## src/rtl/mesr_pkg.sv

```systemverilog
package mesr_pkg;

   localparam int REG_W      = 64;
   localparam int RAMID_W    = 7;
   localparam int MAX_SRC    = 5;
   localparam int FATAL_BIT  = 63;
   localparam int OTH_LSB    = 40;
   localparam int REP_LSB    = 32;
   localparam int VALID_BIT  = 31;
   localparam int RAMID_LSB  = 24;
   localparam int BANK_LSB   = 18;
   localparam int INDEX_LSB  = 0;
   localparam int BANK_MAX_W = 5;
   localparam int INDEX_MAX_W = 18;
   localparam int CNT_MAX_W  = 8;

   // Identifier per source position; ascending order is also capture priority.
   function automatic logic [RAMID_W-1:0] ram_id(input int src);
      case (src)
         0:       ram_id = 7'h00;
         1:       ram_id = 7'h01;
         2:       ram_id = 7'h08;
         3:       ram_id = 7'h09;
         4:       ram_id = 7'h18;
         default: ram_id = 7'h7F;
      endcase
   endfunction

endpackage

```

## src/rtl/mesr_first_sel.sv

```systemverilog
module mesr_first_sel #(
   parameter int N = 5,
   localparam int SEL_W = (N > 1) ? $clog2(N) : 1
) (
   input  logic [N-1:0]     req,
   output logic [SEL_W-1:0] sel,
   output logic             any,
   output logic             multi
);

   int unsigned hits;

   always_comb begin
      sel  = '0;
      hits = 0;
      for (int i = N - 1; i >= 0; i--) begin
         if (req[i]) begin
            sel  = SEL_W'(i);
            hits = hits + 1;
         end
      end
      any   = |req;
      multi = (hits > 1);
   end

endmodule

```

## src/rtl/mesr_match.sv

```systemverilog
module mesr_match #(
   parameter int N       = 5,
   parameter int BANK_W  = 5,
   parameter int INDEX_W = 18
) (
   input  logic [N-1:0]                    err_vld,
   input  logic [N*BANK_W-1:0]             err_bank,
   input  logic [N*INDEX_W-1:0]            err_index,
   input  logic [mesr_pkg::RAMID_W-1:0]    cap_id,
   input  logic [BANK_W-1:0]               cap_bank,
   input  logic [INDEX_W-1:0]              cap_index,
   output logic                            hit,
   output logic                            miss
);

   logic [N-1:0] hit_v;
   logic [N-1:0] miss_v;

   for (genvar s = 0; s < N; s++) begin : g_cmp
      localparam logic [mesr_pkg::RAMID_W-1:0] SRC_ID = mesr_pkg::ram_id(s);
      logic same_loc;
      assign same_loc  = (SRC_ID == cap_id)
                      && (err_bank[s*BANK_W +: BANK_W] == cap_bank)
                      && (err_index[s*INDEX_W +: INDEX_W] == cap_index);
      assign hit_v[s]  = err_vld[s] &&  same_loc;
      assign miss_v[s] = err_vld[s] && !same_loc;
   end

   assign hit  = |hit_v;
   assign miss = |miss_v;

endmodule

```

## src/rtl/mesr_sat_cnt.sv

```systemverilog
module mesr_sat_cnt #(
   parameter int W        = 8,
   parameter bit SATURATE = 1'b1
) (
   input  logic         clk,
   input  logic         rst_n,
   input  logic         clr,
   input  logic         load,
   input  logic [W-1:0] load_val,
   input  logic         inc,
   output logic [W-1:0] cnt
);

   logic [W-1:0] stepped;

   if (SATURATE) begin : g_sat
      assign stepped = (&cnt) ? cnt : cnt + W'(1);
   end else begin : g_wrap
      assign stepped = cnt + W'(1);
   end

   always_ff @(posedge clk or negedge rst_n) begin
      if (!rst_n)     cnt <= '0;
      else if (clr)   cnt <= '0;
      else if (load)  cnt <= load_val;
      else if (inc)   cnt <= stepped;
   end

endmodule

```

## src/rtl/mesr_syndrome_reg.sv

```systemverilog
module mesr_syndrome_reg #(
   parameter int NUM_SRC  = 5,
   parameter int BANK_W   = 5,
   parameter int INDEX_W  = 18,
   parameter int CNT_W    = 8,
   parameter bit SATURATE = 1'b1
) (
   input  logic                       clk,
   input  logic                       rst_n,
   input  logic [NUM_SRC-1:0]         err_vld,
   input  logic [NUM_SRC*BANK_W-1:0]  err_bank,
   input  logic [NUM_SRC*INDEX_W-1:0] err_index,
   input  logic [NUM_SRC-1:0]         err_abort,
   input  logic                       reg_wr,
   output logic [63:0]                reg_rdata
);
   import mesr_pkg::*;

   localparam int SEL_W = (NUM_SRC > 1) ? $clog2(NUM_SRC) : 1;

   if (NUM_SRC < 1 || NUM_SRC > MAX_SRC) begin : g_bad_src
      $error("NUM_SRC out of range");
   end
   if (BANK_W < 1 || BANK_W > BANK_MAX_W) begin : g_bad_bank
      $error("BANK_W does not fit its field");
   end
   if (INDEX_W < 1 || INDEX_W > INDEX_MAX_W) begin : g_bad_index
      $error("INDEX_W does not fit its field");
   end
   if (CNT_W < 1 || CNT_W > CNT_MAX_W) begin : g_bad_cnt
      $error("CNT_W does not fit its field");
   end

   logic                 valid_q, fatal_q;
   logic [RAMID_W-1:0]   id_q;
   logic [BANK_W-1:0]    bank_q;
   logic [INDEX_W-1:0]   index_q;
   logic [CNT_W-1:0]     rep_cnt, oth_cnt;

   logic [SEL_W-1:0]     first_sel;
   logic                 first_any, first_multi;
   logic                 loc_hit, loc_miss;
   logic                 capture, abort_seen;

   mesr_first_sel #(.N(NUM_SRC)) u_first (
      .req   (err_vld),
      .sel   (first_sel),
      .any   (first_any),
      .multi (first_multi)
   );

   mesr_match #(.N(NUM_SRC), .BANK_W(BANK_W), .INDEX_W(INDEX_W)) u_match (
      .err_vld   (err_vld),
      .err_bank  (err_bank),
      .err_index (err_index),
      .cap_id    (id_q),
      .cap_bank  (bank_q),
      .cap_index (index_q),
      .hit       (loc_hit),
      .miss      (loc_miss)
   );

   assign capture    = !reg_wr && !valid_q && first_any;
   assign abort_seen = !reg_wr && |(err_vld & err_abort);

   always_ff @(posedge clk or negedge rst_n) begin
      if (!rst_n) begin
         valid_q <= 1'b0;
         fatal_q <= 1'b0;
         id_q    <= '0;
         bank_q  <= '0;
         index_q <= '0;
      end else if (reg_wr) begin
         valid_q <= 1'b0;
         fatal_q <= 1'b0;
         id_q    <= '0;
         bank_q  <= '0;
         index_q <= '0;
      end else begin
         if (capture) begin
            valid_q <= 1'b1;
            id_q    <= ram_id(int'(first_sel));
            bank_q  <= err_bank[int'(first_sel)*BANK_W +: BANK_W];
            index_q <= err_index[int'(first_sel)*INDEX_W +: INDEX_W];
         end
         if (abort_seen) fatal_q <= 1'b1;
      end
   end

   mesr_sat_cnt #(.W(CNT_W), .SATURATE(SATURATE)) u_rep (
      .clk      (clk),
      .rst_n    (rst_n),
      .clr      (reg_wr),
      .load     (capture),
      .load_val ('0),
      .inc      (valid_q && loc_hit),
      .cnt      (rep_cnt)
   );

   mesr_sat_cnt #(.W(CNT_W), .SATURATE(SATURATE)) u_oth (
      .clk      (clk),
      .rst_n    (rst_n),
      .clr      (reg_wr),
      .load     (capture),
      .load_val (first_multi ? CNT_W'(1) : CNT_W'(0)),
      .inc      (valid_q && loc_miss),
      .cnt      (oth_cnt)
   );

   always_comb begin
      reg_rdata                          = '0;
      reg_rdata[FATAL_BIT]               = fatal_q;
      reg_rdata[OTH_LSB +: CNT_W]        = oth_cnt;
      reg_rdata[REP_LSB +: CNT_W]        = rep_cnt;
      reg_rdata[VALID_BIT]               = valid_q;
      reg_rdata[RAMID_LSB +: RAMID_W]    = id_q;
      reg_rdata[BANK_LSB +: BANK_W]      = bank_q;
      reg_rdata[INDEX_LSB +: INDEX_W]    = index_q;
   end

endmodule

```

## config.mk

```make
export PLATFORM = sky130hd
export DESIGN_NAME = mesr_syndrome_reg
export DESIGN_NICKNAME = d
export VERILOG_FILES = /design/src/rtl/mesr_pkg.sv /design/src/rtl/mesr_first_sel.sv /design/src/rtl/mesr_match.sv /design/src/rtl/mesr_sat_cnt.sv /design/src/rtl/mesr_syndrome_reg.sv
export SDC_FILE = /design/constraint.sdc
export NUM_CORES = 1
export LEC_CHECK = 0
export BUFFER_PORTS_ARGS = -buffer_cell sky130_fd_sc_hd__buf_4
export CORE_AREA = 4 4 111 113
export CTS_BUF_LIST = sky130_fd_sc_hd__clkbuf_4 sky130_fd_sc_hd__clkbuf_8 sky130_fd_sc_hd__clkbuf_16
export DETAILED_ROUTE_END_ITERATION = 8
export DIE_AREA = 0 0 115 117
export GPL_TIMING_DRIVEN = 0
export MAX_ROUTING_LAYER = met4
export PLACE_DENSITY = 0.78
export SYNTH_ARGS = -nofsm -noshare
export SYNTH_HDL_FRONTEND = slang
export SYNTH_SLANG_ARGS = --single-unit
```

## constraint.sdc

```tcl
create_clock -name clk -period 2 [get_ports clk]
set_clock_uncertainty 0.1 [all_clocks]
set_input_delay 0.3 -clock clk [delete_from_list [all_inputs] [get_ports clk]]
set_output_delay 0.3 -clock clk [all_outputs]
set_load 0.02 [all_outputs]
```

==> flow_metrics.tcl <==
set metrics [dict create \
    crit_path_max_incr_delay_ps 580 \
    final_critical_path_setup_slack_ps -557 \
    clock-root-buffer "sky130_fd_sc_hd__clkbuf_16" \
    synth_top_cells_by_count "sky130_fd_sc_hd__xor2_1, sky130_fd_sc_hd__a21oi_1, sky130_fd_sc_hd__nor2_1" \
    cts_max_path_buffers 2 \
    routed-via-count 5773 \
    synthesis_stage_register_bit_count 45 \
    final_cell_count_no_fill 989 \
    synthesis.area_per_instance_um2 7.85 \
    failed_checks "negative setup slack" \
    cells_traversed_along_the_worst_timing_path "xnor2_4 -> nand4_1 -> or4_4 -> nor4_4 -> buf_4 -> a211oi_4 -> a21oi_2 -> mux2i_1" \
    grt_max_degree 46 \
    max_stage_delay_cell_worst_path "sky130_fd_sc_hd__or4_4" \
    yosys_warnings 0 \
    cts_inserted_buffers 5 \
    max_cap_viol_count 0 \
    die_width_um 115 \
    cellLeakagePower_nw 3.23 \
    cell_internal_pwr_mw 2.11 \
    drt_drc_violations_left 0 \
    setup_viol_count_final 16 \
    critical_path_peak_fanout 7 \
    worst_skew_pair.late_latency_ps 310 \
    number_of_antenna_violations_at_the_first_check_in_global_routing 0 \
    power.net_switching_mw 1.40 \
    pwr-share-comb_pct 43.8 \
    power_density_nw_per_um2 496 \
    tritoncts "done" \
    drv_slew 0 \
    final_power_mw 3.50 \
    clkPwrFrac_pct 25.6 \
    placement.io_buffers 174 \
    finalCritPeriodShare_pct 128 \
    fraction_of_synthesis_flops_using_an_asynchronous_set_or_reset_pin_pct 100 \
    area_growth_from_synthesis_to_layout_pct 36.9 \
    wirelength_um 21100 \
    post_route_cells_drive_above_1_share_pct 35.0 \
    worst_path_clk_slew_ps 70 \
    seq_power_share_pct 30.7 \
    synth_cells 658 \
    critical_path.endpoint_type "flip-flop" \
    placementRows 39 \
    min_period_ps 2560 \
    grt_first_pass_wirelength_um 31200 \
    netlist_area_um2 5160 \
    placed_area_um2 6720 \
    setup-tns-final_ps -7880 \
    gr-total-overflow 0 \
    pin_count 192 \
    fmax_mhz 391 \
    max-vdd-ir-drop_mv 0.379 \
    worstSetupPathType "reg2reg" \
    cp_data_arrival_time_ps 2690 \
    synth_sequential_area_ratio_pct 21.8 \
    num-nets-final 981 \
    dpl.hpwl_um 16500 \
    dr.first_iter.drc_count 723 \
    synth_enable_flop_cells 0 \
    avgViaCountPerCell 5.84 \
    slew_headroom_pct 50.0 \
    dieHeight_um 117 \
    most_numerous_cell_in_the_yosys_netlist "sky130_fd_sc_hd__xor2_1" \
    pre_cts_ws_ps -677 \
    netSwitchingFraction_pct 39.9 \
    fin_util_pct 62.5 \
    avg_wl_per_cell_um 21.4 \
    count_of_different_cell_masters_after_synthesis 53 \
    critPathLaunchType "flip-flop" \
    number_of_sinks_on_the_clock_net 45 \
    coreArea_um2 11300 \
    clock_tree.htree_level_count 2 \
    synth_area_leader_cell "sky130_fd_sc_hd__dfrtp_1" \
    dp.cells 990 \
    class_of_the_worst_hold_path "in2reg" \
    netlist_top_cells_area "sky130_fd_sc_hd__dfrtp_1, sky130_fd_sc_hd__xor2_1, sky130_fd_sc_hd__a21oi_1, sky130_fd_sc_hd__xnor2_1, sky130_fd_sc_hd__nand3b_1" \
    fin_area_um2 7070 \
    outcome "complete, but fails checks" \
    route.antenna.remaining_nets 0 \
    number_of_global_route_vias_before_repair 5483 \
    floorplan.initialDensity_pct 45.6 \
    diode_insertion_count_for_antenna_repair 0 \
    setup_repair_after_global_routing_missed_its_margin "true" \
    globalplace.congestion 1.02 \
    final_hold_viol_count 0 \
    hold_slack_ps 188 \
    grt_usage_pct 31.4 \
    synthDominantCellAreaShare_pct 21.8 \
    count_of_tritonroute_iterations_in_the_first_routing_pass 5 \
    synth_top_flop_cell "sky130_fd_sc_hd__dfrtp_1" \
    worst_pin_slew_ps 750 \
    crit_required_ps 2130 \
    floorplan.die_area_um2 13500 \
]
-- power groups by stage --
stage	Combinational (mW)	Clock, mW	Sequential [mW]
4_1_cts	1.52	0.896	1.04
5_1_grt	1.62	0.936	1.09
6_report	1.53	0.895	1.08
3_3_place_gp	1.51	0	1.03
2_1_floorplan	0.808	0	1.09
3_5_place_dp	1.51	0	1.03
-- per-layer routing --
metal  share of wire (%)  global-route usage, %  vias to the layer above
li1                    -                      -                     2644
met4                 2.8                   10.4                        0
met1                  42                   42.1                     2709
met3                  10                   7.15                       50
met2                  45                   47.0                      370
met5                   0                      -                        -
-- critical path, delay by kind of cell, from the launching register on --
family          cells  cell delay [ps]
xor+xnor            1              190
compound gates      2              320
flops               1              460
buf+inv             1              180
simple gates        3             1000
mux                 1              220
-- layout make-up --
class | count | area (µm²)
Tap cell | 143 | 179
Sequential cell | 45 | 1140
Multi-Input combinational cell | 522 | 3690
Timing Repair Buffer | 179 | 1370
Clock inverter | 3 | 21.3
Inverter | 28 | 109
Fill cell | 1069 | 4250
Clock buffer | 5 | 125
Buffer | 64 | 440
-- what timing repair did --
item,CTS,global route
hold buffers,1,0
pin swaps,5,8
hold endpoints to repair,45,0
setup buffers,2,1
resized for setup,23,37
endpoints found under the setup margin,41,43
cloned,1,0
-- kinds of logic (layout without fill, tap and decap cells) --
group | count (synthesis) | after routing | synth area share, %
AOI/OAI and AO/OA | 162 | 162 | 19.1
xor gates and xnor gates | 119 | 119 | 20.8
adders and majority gates | 8 | 8 | 1.94
buffers and inverters | 106 | 279 | 11.6
DFF | 45 | 45 | 21.8
muxes | 16 | 16 | 3.10
other | 1 | 16 | 0.0726
and+or+nand+nor | 201 | 201 | 21.6
-- layout by cell type, fill, tap and decap left out, types with 5 or more instances in the layout --
cell type                     n
sky130_fd_sc_hd__nor2_1      47
sky130_fd_sc_hd__dfrtp_2      9
sky130_fd_sc_hd__dfrtp_1     36
sky130_fd_sc_hd__nand4_1     19
sky130_fd_sc_hd__buf_4      200
sky130_fd_sc_hd__clkbuf_2    14
sky130_fd_sc_hd__nand3b_1    28
sky130_fd_sc_hd__a21oi_4      6
sky130_fd_sc_hd__xor2_1      80
sky130_fd_sc_hd__xnor2_1     30
sky130_fd_sc_hd__or2b_2       6
sky130_fd_sc_hd__a21oi_1     60
sky130_fd_sc_hd__conb_1      16
sky130_fd_sc_hd__clkbuf_1    13
sky130_fd_sc_hd__inv_1       26
sky130_fd_sc_hd__o21ai_0     30
sky130_fd_sc_hd__nor3_1       8
sky130_fd_sc_hd__nand2_1     35
sky130_fd_sc_hd__a211oi_1    21
sky130_fd_sc_hd__clkbuf_16    5
sky130_fd_sc_hd__buf_6        6
sky130_fd_sc_hd__o22ai_1     23
sky130_fd_sc_hd__nand2b_1     7
sky130_fd_sc_hd__mux2i_1     16
sky130_fd_sc_hd__nor4_1      14
sky130_fd_sc_hd__nand3_1      9
sky130_fd_sc_hd__ha_1         7
sky130_fd_sc_hd__xnor2_2      7
sky130_fd_sc_hd__nor4_2       6
-- path summary, 6_finish.rpt --
kind                                     from           end  slack, ps  cells past startpoint
worst max-delay path               index_q[7]  u_rep.cnt[0]       -560                      8
worst max register to register     index_q[7]  u_rep.cnt[0]       -560                      8
max in group asynchronous               rst_n    index_q[2]        890                      2
worst min register to register   u_rep.cnt[4]  u_rep.cnt[4]        460                      2
min in group asynchronous               rst_n     bank_q[3]        430                      2
worst min-delay path            err_index[76]    index_q[4]        190                      3
-- registers in the layout (all words and copies together) (netlist names) --
name and cells:
index_q 18, valid_q 1, u_rep.cnt 8, u_oth.cnt 8
id_q 4, bank_q 5, fatal_q 1
Note: power is estimated with default switching activity, not from simulation.
